[src/rtl/ppw_pkg.sv]
package ppw_pkg;
    localparam int BYTE_W    = 8;
    localparam int DIV_W     = 8;
    localparam int DLY_W     = 3;
    localparam int LEN_W     = 3;
    localparam int MAX_BYTES = 1 << LEN_W;
    localparam int DATA_W    = MAX_BYTES * BYTE_W;
    localparam int IDX_W     = $clog2(MAX_BYTES + 1);
    localparam int BIT_W     = $clog2(BYTE_W + 1);
    localparam int PAR_POS   = BYTE_W;

    typedef enum logic [2:0] {
        ST_IDLE,
        ST_START,
        ST_BIT_LO,
        ST_BIT_HI,
        ST_STOP_LO,
        ST_STOP_HI
    } phase_e;

    typedef struct packed {
        logic oe;
        logic val;
    } sda_drv_t;

    typedef struct packed {
        logic                 rd;
        logic [LEN_W-1:0]     len_m1;
        logic [BYTE_W-1:0]    addr;
        logic [DATA_W-1:0]    wdata;
        logic [DIV_W-1:0]     div;
        logic [DLY_W-1:0]     dly;
    } xfer_cfg_t;

    function automatic logic even_par(input logic [BYTE_W-1:0] b);
        return ^b;
    endfunction

    function automatic logic [DIV_W-1:0] half_len(input logic [DIV_W-1:0] d);
        return (d == '0) ? DIV_W'(1) : d;
    endfunction
endpackage

[src/rtl/ppw_halfper.sv]
module ppw_halfper
    import ppw_pkg::*;
#(
    parameter int DW = DIV_W
) (
    input  logic          clk,
    input  logic          rst,
    input  logic          run,
    input  logic [DW-1:0] div,
    output logic          tick
);
    logic [DW-1:0] cnt;
    logic [DW-1:0] reload;

    always_comb begin
        reload = ((div == '0) ? DW'(1) : div) - DW'(1);
    end

    always_ff @(posedge clk) begin
        if (rst) begin
            cnt <= '0;
        end else if (!run || cnt == '0) begin
            cnt <= reload;
        end else begin
            cnt <= cnt - DW'(1);
        end
    end

    assign tick = run && (cnt == '0);
endmodule

[src/rtl/ppw_sda_delay.sv]
module ppw_sda_delay
    import ppw_pkg::*;
#(
    parameter int DW = DLY_W
) (
    input  logic          clk,
    input  logic          rst,
    input  logic          flush,
    input  sda_drv_t      din,
    input  logic [DW-1:0] sel,
    output sda_drv_t      dout
);
    localparam int DEPTH = (1 << DW) - 1;
    localparam sda_drv_t IDLE_DRV = '{oe: 1'b1, val: 1'b1};

    sda_drv_t tap [DEPTH];

    always_ff @(posedge clk) begin
        if (rst || flush) begin
            for (int i = 0; i < DEPTH; i++) tap[i] <= IDLE_DRV;
        end else begin
            tap[0] <= din;
            for (int i = 1; i < DEPTH; i++) tap[i] <= tap[i-1];
        end
    end

    always_comb begin
        if (sel == '0) dout = din;
        else           dout = tap[sel - DW'(1)];
    end
endmodule

[src/rtl/ppw_sense_sync.sv]
module ppw_sense_sync #(
    parameter int W      = 2,
    parameter int STAGES = 2
) (
    input  logic         clk,
    input  logic         rst,
    input  logic [W-1:0] d,
    output logic [W-1:0] q
);
    logic [W-1:0] stg [STAGES];

    always_ff @(posedge clk) begin
        if (rst) begin
            for (int i = 0; i < STAGES; i++) stg[i] <= '1;
        end else begin
            stg[0] <= d;
            for (int i = 1; i < STAGES; i++) stg[i] <= stg[i-1];
        end
    end

    assign q = stg[STAGES-1];
endmodule

[src/rtl/ppw_master.sv]
module ppw_master
    import ppw_pkg::*;
#(
    parameter int SYNC_STAGES = 2
) (
    input  logic              clk,
    input  logic              rst,
    input  logic              start,
    input  logic              abort,
    input  logic              rd_nwr,
    input  logic [LEN_W-1:0]  len_m1,
    input  logic [BYTE_W-1:0] reg_addr,
    input  logic [DATA_W-1:0] wdata,
    input  logic [DIV_W-1:0]  clk_div,
    input  logic [DLY_W-1:0]  sda_dly,
    input  logic              scl_ovr_en,
    input  logic              scl_ovr_val,
    input  logic              sda_ovr_en,
    input  logic              sda_ovr_val,
    input  logic              scl_in,
    input  logic              sda_in,
    output logic              scl_o,
    output logic              sda_o,
    output logic              sda_oe,
    output logic              scl_state,
    output logic              sda_state,
    output logic              busy,
    output logic              done,
    output logic              err,
    output logic [IDX_W-1:0]  err_idx,
    output logic [DATA_W-1:0] rdata
);
    localparam int BSEL_W = LEN_W + $clog2(BYTE_W);

    phase_e            st;
    xfer_cfg_t         cfg;
    logic [IDX_W-1:0]  byte_idx;
    logic [BIT_W-1:0]  bit_idx;
    logic [BYTE_W-1:0] rx_sh;
    logic [DATA_W-1:0] rdata_q;
    logic              err_q;
    logic [IDX_W-1:0]  err_idx_q;
    logic              done_q;

    logic              tick;
    logic [DIV_W-1:0]  div_sel;
    logic [DLY_W-1:0]  dly_q;
    logic [DIV_W-1:0]  div_q;
    logic              rd_q;
    logic [LEN_W-1:0]  data_sel;
    logic [BSEL_W-1:0] data_base;
    logic [BYTE_W-1:0] cur_byte;
    logic              tx_bit;
    logic              driving;
    logic              last_byte;
    logic              flush;
    logic              eng_scl;
    sda_drv_t          eng_drv;
    sda_drv_t          drv_out;

    assign dly_q = cfg.dly;
    assign div_q = cfg.div;
    assign rd_q  = cfg.rd;

    // Phase timer: while idle it preloads from the live divider so the
    // first phase after a start already has the captured length.
    assign div_sel = (st == ST_IDLE) ? clk_div : cfg.div;

    ppw_halfper #(.DW(DIV_W)) u_halfper (
        .clk  (clk),
        .rst  (rst),
        .run  (st != ST_IDLE),
        .div  (div_sel),
        .tick (tick)
    );

    // Byte and bit selection
    assign data_sel  = LEN_W'(byte_idx - IDX_W'(1));
    assign data_base = {data_sel, {$clog2(BYTE_W){1'b0}}};
    assign cur_byte  = (byte_idx == '0) ? cfg.addr : cfg.wdata[data_base +: BYTE_W];
    assign tx_bit    = (bit_idx == BIT_W'(PAR_POS)) ? even_par(cur_byte)
                                                    : cur_byte[3'd7 - bit_idx[2:0]];
    assign driving   = (byte_idx == '0) || !cfg.rd;
    assign last_byte = (byte_idx == (IDX_W'(cfg.len_m1) + IDX_W'(1)));
    assign flush     = abort && (st != ST_IDLE);

    // Sequencer
    always_ff @(posedge clk) begin
        if (rst) begin
            st        <= ST_IDLE;
            cfg       <= '0;
            byte_idx  <= '0;
            bit_idx   <= '0;
            rx_sh     <= '0;
            rdata_q   <= '0;
            err_q     <= 1'b0;
            err_idx_q <= '0;
            done_q    <= 1'b0;
        end else begin
            done_q <= 1'b0;
            if (flush) begin
                st <= ST_IDLE;
            end else begin
                case (st)
                    ST_IDLE: begin
                        if (start) begin
                            cfg.rd     <= rd_nwr;
                            cfg.len_m1 <= len_m1;
                            cfg.addr   <= reg_addr;
                            cfg.wdata  <= wdata;
                            cfg.div    <= clk_div;
                            cfg.dly    <= sda_dly;
                            byte_idx   <= '0;
                            bit_idx    <= '0;
                            rx_sh      <= '0;
                            rdata_q    <= '0;
                            err_q      <= 1'b0;
                            err_idx_q  <= '0;
                            st         <= ST_START;
                        end
                    end
                    ST_START: begin
                        if (tick) st <= ST_BIT_LO;
                    end
                    ST_BIT_LO: begin
                        if (tick) st <= ST_BIT_HI;
                    end
                    ST_BIT_HI: begin
                        if (tick) begin
                            if (!driving) begin
                                if (bit_idx != BIT_W'(PAR_POS)) begin
                                    rx_sh <= {rx_sh[BYTE_W-2:0], sda_in};
                                end else begin
                                    rdata_q[data_base +: BYTE_W] <= rx_sh;
                                    if ((even_par(rx_sh) != sda_in) && !err_q) begin
                                        err_q     <= 1'b1;
                                        err_idx_q <= byte_idx;
                                    end
                                end
                            end
                            if (bit_idx == BIT_W'(PAR_POS)) begin
                                bit_idx <= '0;
                                if (last_byte) begin
                                    st <= ST_STOP_LO;
                                end else begin
                                    byte_idx <= byte_idx + IDX_W'(1);
                                    st       <= ST_BIT_LO;
                                end
                            end else begin
                                bit_idx <= bit_idx + BIT_W'(1);
                                st      <= ST_BIT_LO;
                            end
                        end
                    end
                    ST_STOP_LO: begin
                        if (tick) st <= ST_STOP_HI;
                    end
                    ST_STOP_HI: begin
                        if (tick) begin
                            st     <= ST_IDLE;
                            done_q <= 1'b1;
                        end
                    end
                    default: st <= ST_IDLE;
                endcase
            end
        end
    end

    // Line levels per phase
    always_comb begin
        eng_scl = 1'b1;
        eng_drv = '{oe: 1'b1, val: 1'b1};
        case (st)
            ST_IDLE:    begin eng_scl = 1'b1; eng_drv = '{oe: 1'b1, val: 1'b1}; end
            ST_START:   begin eng_scl = 1'b1; eng_drv = '{oe: 1'b1, val: 1'b0}; end
            ST_BIT_LO:  begin eng_scl = 1'b0; eng_drv = '{oe: driving, val: driving ? tx_bit : 1'b1}; end
            ST_BIT_HI:  begin eng_scl = 1'b1; eng_drv = '{oe: driving, val: driving ? tx_bit : 1'b1}; end
            ST_STOP_LO: begin eng_scl = 1'b0; eng_drv = '{oe: 1'b1, val: 1'b0}; end
            ST_STOP_HI: begin eng_scl = 1'b1; eng_drv = '{oe: 1'b1, val: 1'b0}; end
            default:    begin eng_scl = 1'b1; eng_drv = '{oe: 1'b1, val: 1'b1}; end
        endcase
    end

    ppw_sda_delay #(.DW(DLY_W)) u_sda_delay (
        .clk   (clk),
        .rst   (rst),
        .flush (flush),
        .din   (eng_drv),
        .sel   (cfg.dly),
        .dout  (drv_out)
    );

    ppw_sense_sync #(.W(2), .STAGES(SYNC_STAGES)) u_sense (
        .clk (clk),
        .rst (rst),
        .d   ({scl_in, sda_in}),
        .q   ({scl_state, sda_state})
    );

    // Override muxes
    assign scl_o  = scl_ovr_en ? scl_ovr_val : eng_scl;
    assign sda_o  = sda_ovr_en ? sda_ovr_val : drv_out.val;
    assign sda_oe = sda_ovr_en | drv_out.oe;

    assign busy    = (st != ST_IDLE);
    assign done    = done_q;
    assign err     = err_q;
    assign err_idx = err_idx_q;
    assign rdata   = rdata_q;
endmodule

[config.mk]
export PLATFORM = sky130hd
export DESIGN_NAME = ppw_master
export DESIGN_NICKNAME = d
export VERILOG_FILES = /design/src/rtl/ppw_pkg.sv /design/src/rtl/ppw_halfper.sv /design/src/rtl/ppw_sda_delay.sv /design/src/rtl/ppw_sense_sync.sv /design/src/rtl/ppw_master.sv
export SDC_FILE = /design/constraint.sdc
export NUM_CORES = 1
export LEC_CHECK = 0
export BUFFER_PORTS_ARGS = -buffer_cell sky130_fd_sc_hd__buf_2
export CORE_AREA = 3 3 178 110
export DETAILED_ROUTE_END_ITERATION = 16
export DIE_AREA = 0 0 181 113
export GPL_TIMING_DRIVEN = 0
export PLACE_DENSITY = 0.79
export SYNTH_ARGS = -nofsm -noshare
export SYNTH_HDL_FRONTEND = slang
export SYNTH_SLANG_ARGS = --single-unit
[constraint.sdc]
create_clock -name clk -period 2.9 [get_ports clk]
set_input_delay 0.29 -clock clk [delete_from_list [all_inputs] [get_ports clk]]
set_output_delay 0.29 -clock clk [all_outputs]
set_load 0.01 [all_outputs]
# Word-level counts from Yosys, hierarchy flattened
# Memories as Yosys holds them, arrays and structs flattened.
# Index checks and enable logic that the tools add are counted.
dict set report totals {
  mem_bits_rw 18
  elab_cells 161
  regBits 184
  inputBits 97
  mem_count 2
}
# memory words word_bits read_ports rd_clocked_by_memory_dff wr line
set mem_list {}
lappend mem_list {u_sda_delay.tap 7 2 7 0 7 ppw_sda_delay.sv:16} ;# sda_drv_t tap [DEPTH];
lappend mem_list {u_sense.stg 2 2 2 0 2 ppw_sense_sync.sv:10} ;# logic [W-1:0] stg [STAGES];
dict set report op_classes {
  n_reduce_logical 30
  eq_ne 21
  bitwise_logic 12
  addsub 9
  shifts 3
  muxes 68
  n_lt_le_gt_ge 1
}
# op count
set ops {}
lappend ops {{64-bit two-way mux} 4}
lappend ops {{64-bit one-hot mux with 2 select lines} 1}
lappend ops {{64-bit bitwise mux} 1}
lappend ops {{8-bit two-way mux} 8}
lappend ops {{8-bit by 8-bit variable shift with 64-bit output, first input constant} 1}
lappend ops {{64-bit by 7-bit indexed part select with 8-bit output} 1}
lappend ops {{8-bit by 8-bit indexed part select with 64-bit output} 1}
lappend ops {{4-bit two-way mux} 10}
lappend ops {{3-bit two-way mux} 8}
lappend ops {{2-bit inequality test, second input constant} 12}
lappend ops {{4-bit one-hot mux with 2 select lines} 3}
lappend ops {{6-bit AND reduction} 4}
lappend ops {{2-bit two-way mux} 10}
lappend ops {{1-bit two-way mux} 18}
lappend ops {{3-bit one-hot mux with 6 select lines} 1}
lappend ops {{8-bit logical NOT} 2}
lappend ops {{8-bit one-hot mux with 2 select lines} 1}
lappend ops {{8-bit parity} 2}
lappend ops {{8-bit by 1-bit subtractor with 8-bit output, second input constant} 2}
lappend ops {{1-bit bitwise OR} 10}
lappend ops {{4-bit by 1-bit adder with 4-bit output, second input constant} 2}
lappend ops {{6-bit negation with 8-bit output} 1}
lappend ops {{7-bit AND reduction} 1}
lappend ops {{3-bit by 2-bit equality test with 1-bit output, second input constant} 2}
lappend ops {{25 further kinds} 38}

# Depth between registers and ports, before layout
dict set report depth {
  ltp_word 10
  depth_mapped 16
  ltp_nobuf 11
}

# Cells and area by module
# Synthesis repeated with hierarchy kept, for this count alone.
dict set report hier_totals {
  cells_unflattened 1052
  hier_area_um2 9107.5
}
# mod n_inst cells_per_inst area_per_inst_um2 seq_area_each_um2
set by_module_without_submodules {}
lappend by_module_without_submodules {ppw_master 1 925 7873.8 3523.4}
lappend by_module_without_submodules {ppw_halfper 1 66 561.8 160.2}
lappend by_module_without_submodules {ppw_sda_delay 1 51 551.8 280.3}
lappend by_module_without_submodules {ppw_sense_sync 1 10 120.1 80.1}

# Least setup slack after synthesis
# OpenSTA, ideal clock, no wires.
dict set report synth_timing {
  path_type {register to output}
  start {register byte_idx[0]}
  end {output port sda_o}
  path_slack_ns -0.343
  required_ns 2.610
  arrival_ns 2.953
  stages_incl_launch_ff 15
  cell_sequence {dfxtp_1 buf_6 inv_6 ha_1 buf_6 buf_12 mux2i_1 mux4_2 a221oi_2 xnor2_1 xnor2_2 xnor3_1 nand2_1 o2bb2ai_2 a21oi_2}
}
dict set report synth_between {
  elab_chain_len 10
  word_cells_on_any_way 13
  classes_between {add/sub (1); shift (1); mux (8); reduce/logical (3)}
}
# element line
set synth_lines {}
lappend synth_lines {{start, declared} ppw_master.sv:37} ;# logic [IDX_W-1:0] byte_idx;
lappend synth_lines {{start signal, assigned} ppw_master.sv:146} ;# byte_idx <= byte_idx + IDX_W'(1);
lappend synth_lines {{3-bit by 1-bit subtractor with 3-bit output} ppw_master.sv:78} ;# assign data_sel = LEN_W'(byte_idx - IDX_W'(1));
lappend synth_lines {{64-bit by 7-bit indexed part select with 8-bit output} ppw_master.sv:80} ;# assign cur_byte = (byte_idx == '0) ? cfg.addr : cfg.wdata[data_base +: BYTE_W];
lappend synth_lines {{8-bit two-way mux} ppw_master.sv:80}
lappend synth_lines {{1-bit binary-select mux with 3-bit select} ppw_master.sv:82} ;# : cur_byte[3'd7 - bit_idx[2:0]];
lappend synth_lines {{1-bit two-way mux (not written as such)} ppw_master.sv:82}
lappend synth_lines {{1-bit two-way mux} ppw_master.sv:81} ;# assign tx_bit = (bit_idx == BIT_W'(PAR_POS)) ? even_par(cur_byte)
lappend synth_lines {{1-bit two-way mux *} {ppw_master.sv:177, ppw_master.sv:178}}
lappend synth_lines {{2-bit one-hot mux with 2 select lines *} ppw_master.sv:174} ;# case (st)
lappend synth_lines {{2-bit two-way mux *} ppw_sda_delay.sv:28} ;# if (sel == '0) dout = din;
lappend synth_lines {{1-bit two-way mux *} ppw_master.sv:203} ;# assign sda_o = sda_ovr_en ? sda_ovr_val : drv_out.val;
lappend synth_lines {{end, declared} ppw_master.sv:23} ;# output logic sda_o,
# Mark *: on every way between the ends. The rest lies on a longest branch, timed or not. The select of a mux whose other input is x is not followed.

# Worst setup path in the final report
# Ends and elaborated chain as after synthesis.

==> impl_metrics.toml <==
[outcome]
status = "finished with violations"
violations = "negative setup slack"

[synth]
netlist.area_leader.share_pct = 44.9
yosys-top-cells-count = "nand2_1, dfxtp_1, a21oi_1"
synth_cell_types = 69
synthCells = 1069
synth_area_leaders = "dfxtp_1, nand2_1, a21oi_1, nor2_1, mux4_2"
synth_seq_cells = 202
synth_edf_count = 0
post-synth-top-area-cell = "dfxtp_1"
ys_async_sr_fraction_pct = 0
syn_nets = 1179
synth_area_sq_um = 9000
synth_most_common_cell = "nand2_1"
yosysWarnings = 0
ys_seq_area_share_pct = 44.9
synth_ff_type = "dfxtp_1"
avgSynthCellArea_sq_um = 8.42

[global_route]
grt_first_pass_wirelength_um = 43900
grt-ovfl-total = 0
grt_max_degree = 16
grtUsageTotal_pct = 26.5
antenna_found_initial = 0
grt_pass1_vias = 8265

[cells_and_area]
antenna_cells = 0
nNetsFinal = 1402
final_core_util_pct = 64.8
drive_gt1_share_pct = 27.8
num-fill-cells = 1427
area_delta_synth_final_pct = 29.8
fin_area_sq_um = 11700

[floorplan]
ioPinCount = 173
core_sq_um = 18000
initial_core_util_pct = 49.9
fp.dieH_um = 113
die-area_sq_um = 20500
rows = 38
die_w_um = 181

[cts]
numCtsBuffers = 19
cts_tree = "yes"
path_clk_slew_ns = 0.07
htree_levels = 1
clock_latency_ns = 0.50
root_buffer = "clkbuf_16"
clock_path_buffers = 3
clock-sinks = 202

[min_path]
hold_path_depth = 3
min_path_type = "input port to flop"

[place]
dp_slack_ns = -0.730
place.gp.congestion = 0.950
io_buffers = 171
dpl-instance-area_sq_um = 10200
dp_hpwl_um = 20700

[critical_path]
crit_buf_inv = 4
worstPathRequired_ns = 2.61
max_stage_delay_ns = 0.50
path_class = "flop to output port"
path_cells = "inv_12, ha_4, buf_12, buf_6, mux2i_4, mux4_2, a221oi_4, xnor2_4, xnor2_2, xnor3_1, nand2_2, o2bb2ai_4, a21oi_2, buf_2"
r2r_cells = 20
crit_cells = 14
cp_max_fo = 8
cp_top_family = "multiplexers"
worst_path_max_delay_cell = "mux4_2"
critPathArrivalTime_ns = 3.60
endpoint_kind = "output port"
worstSetupStartpointType = "flop"

[route]
antenna_left = 0
wirelength_um = 29900
drt_iter0_markers = 1068
vias_per_cell = 5.83
drc_errors = 0
vias = 9007
dr.pass1.iters = 7
routedWlPerCell_um = 19.3

[job]
max_cap_violations = 0

[timing]
slew_viol_final = 0
rsz0062_at_grt = "yes"
hold_viol = 0
period_share_pct = 134
setup_viol = 26
whs_ns = 0.0244
fmax_ghz = 0.257
max-slew-margin-rel_pct = 43.5
worst_slack_ns = -0.988
tightest_slew_ns = 0.848
tns_ns = -2.30
fin_skew_ns = 0.0158
fin_crit_ns = 3.89

[pwr]
power_density_nw_per_um2 = 565
p_leak_nw = 4.61
peakVddDrop_uv = 347
[state kept, by name, indices dropped and copies added (netlist names)]
name and flops:
dly_q 3, u_sda_delay.tap 14, rx_sh 8, err_idx 4, u_halfper.cnt 8, done 1, bit_idx 4, err 1
byte_idx 4, u_sense.stg 4, rd_q 1, st 3, rdata 64, cfg 75, div_q 8
[metal layers]
metal	GRT usage [%]	wire [um]	share of wire [%]
met1	39.5	13100	44
met2	38.2	12300	41
met3	9.09	3920	13
met4	3.75	534	1.8
met5	0	0	0
[timing repair]
action,CTS,global route
cloned,0,1
resized for setup,42,86
hold endpoints to repair,1,0
setup buffers,12,25
hold buffers,1,0
pin swaps,9,46
setup endpoints to repair,72,83
[worst min-delay path, stage by stage]
cell and delay [ns]:
buf_2 0.09, nand2_1 0.05, a21oi_1 0.05
[layout make-up]
class / instances / area (sq um) / area share, %
flip-flops and latches: 202 / 4050 / 34.7
inverters: 17 / 78.8 / 0.675
multi-input cells: 775 / 5050 / 43.3
plain buffers: 67 / 355 / 3.04
well taps: 240 / 300 / 2.57
repair buffers: 210 / 1210 / 10.4
clock inverters: 7 / 88.8 / 0.761
clock buffers: 27 / 536 / 4.59
[placed cells by master (no fill, tap or decap), drive strengths merged, types with 3 or more instances in the layout]
cell type / instances
a21oi: 130
a22oi: 45
a31oi: 16
and2: 4
and3: 16
buf: 222
clkbuf: 81
clkinv: 4
dfxtp: 202
ha: 13
inv: 18
mux2: 3
mux2i: 21
mux4: 18
nand2: 217
nand2b: 23
nand3: 23
nand3b: 4
nand4: 4
nor2: 120
nor2b: 6
nor3: 12
nor4: 5
o21a: 3
o21ai: 22
o31ai: 6
or2: 4
or3: 5
or4: 3
xnor2: 16
xor2: 8
[cell families (layout without fill, tap and decap cells)]
kind of cell | after synthesis | after routing | synth area share [%]
DFF | 202 | 202 | 44.9
AOI/OAI and AO/OA | 243 | 243 | 16.4
and+or+nand+nor | 452 | 452 | 22.1
muxes | 42 | 42 | 7.26
buffers and inverters | 92 | 328 | 4.82
adders and majority gates | 13 | 13 | 1.81
xor gates and xnor gates | 25 | 25 | 2.67
[worst paths after layout]
| path | start | to | slack, ns |
|---|---|---|---|
| hold reg to reg | u_sense.stg[0][1] | u_sense.stg[0][3] | 0.41 |
| hold / removal | wdata[57] | cfg[68] | 0.02 |
| setup reg to reg | byte_idx[0] | u_sda_delay.tap[0][0] | -0.79 |
| setup / recovery | byte_idx[0] | sda_o | -0.99 |
[per-stage QoR]
stage / cells / power, mW
final: 1545 / 6.60
after global routing: 1545 / 6.82
after CTS: 1524 / 6.46
after detailed placement: 1480 / 3.92
after global placement: 1480 / 3.90
after floorplan: 1069 / 3.61
[report_power, final]
group          leakage, nW  internal (mW)  switching (mW)
Clock                0.310           1.47            1.09
Sequential            1.65           2.90          0.0954
Combinational         2.65          0.407           0.633
Power figures use the tool's default switching activity.
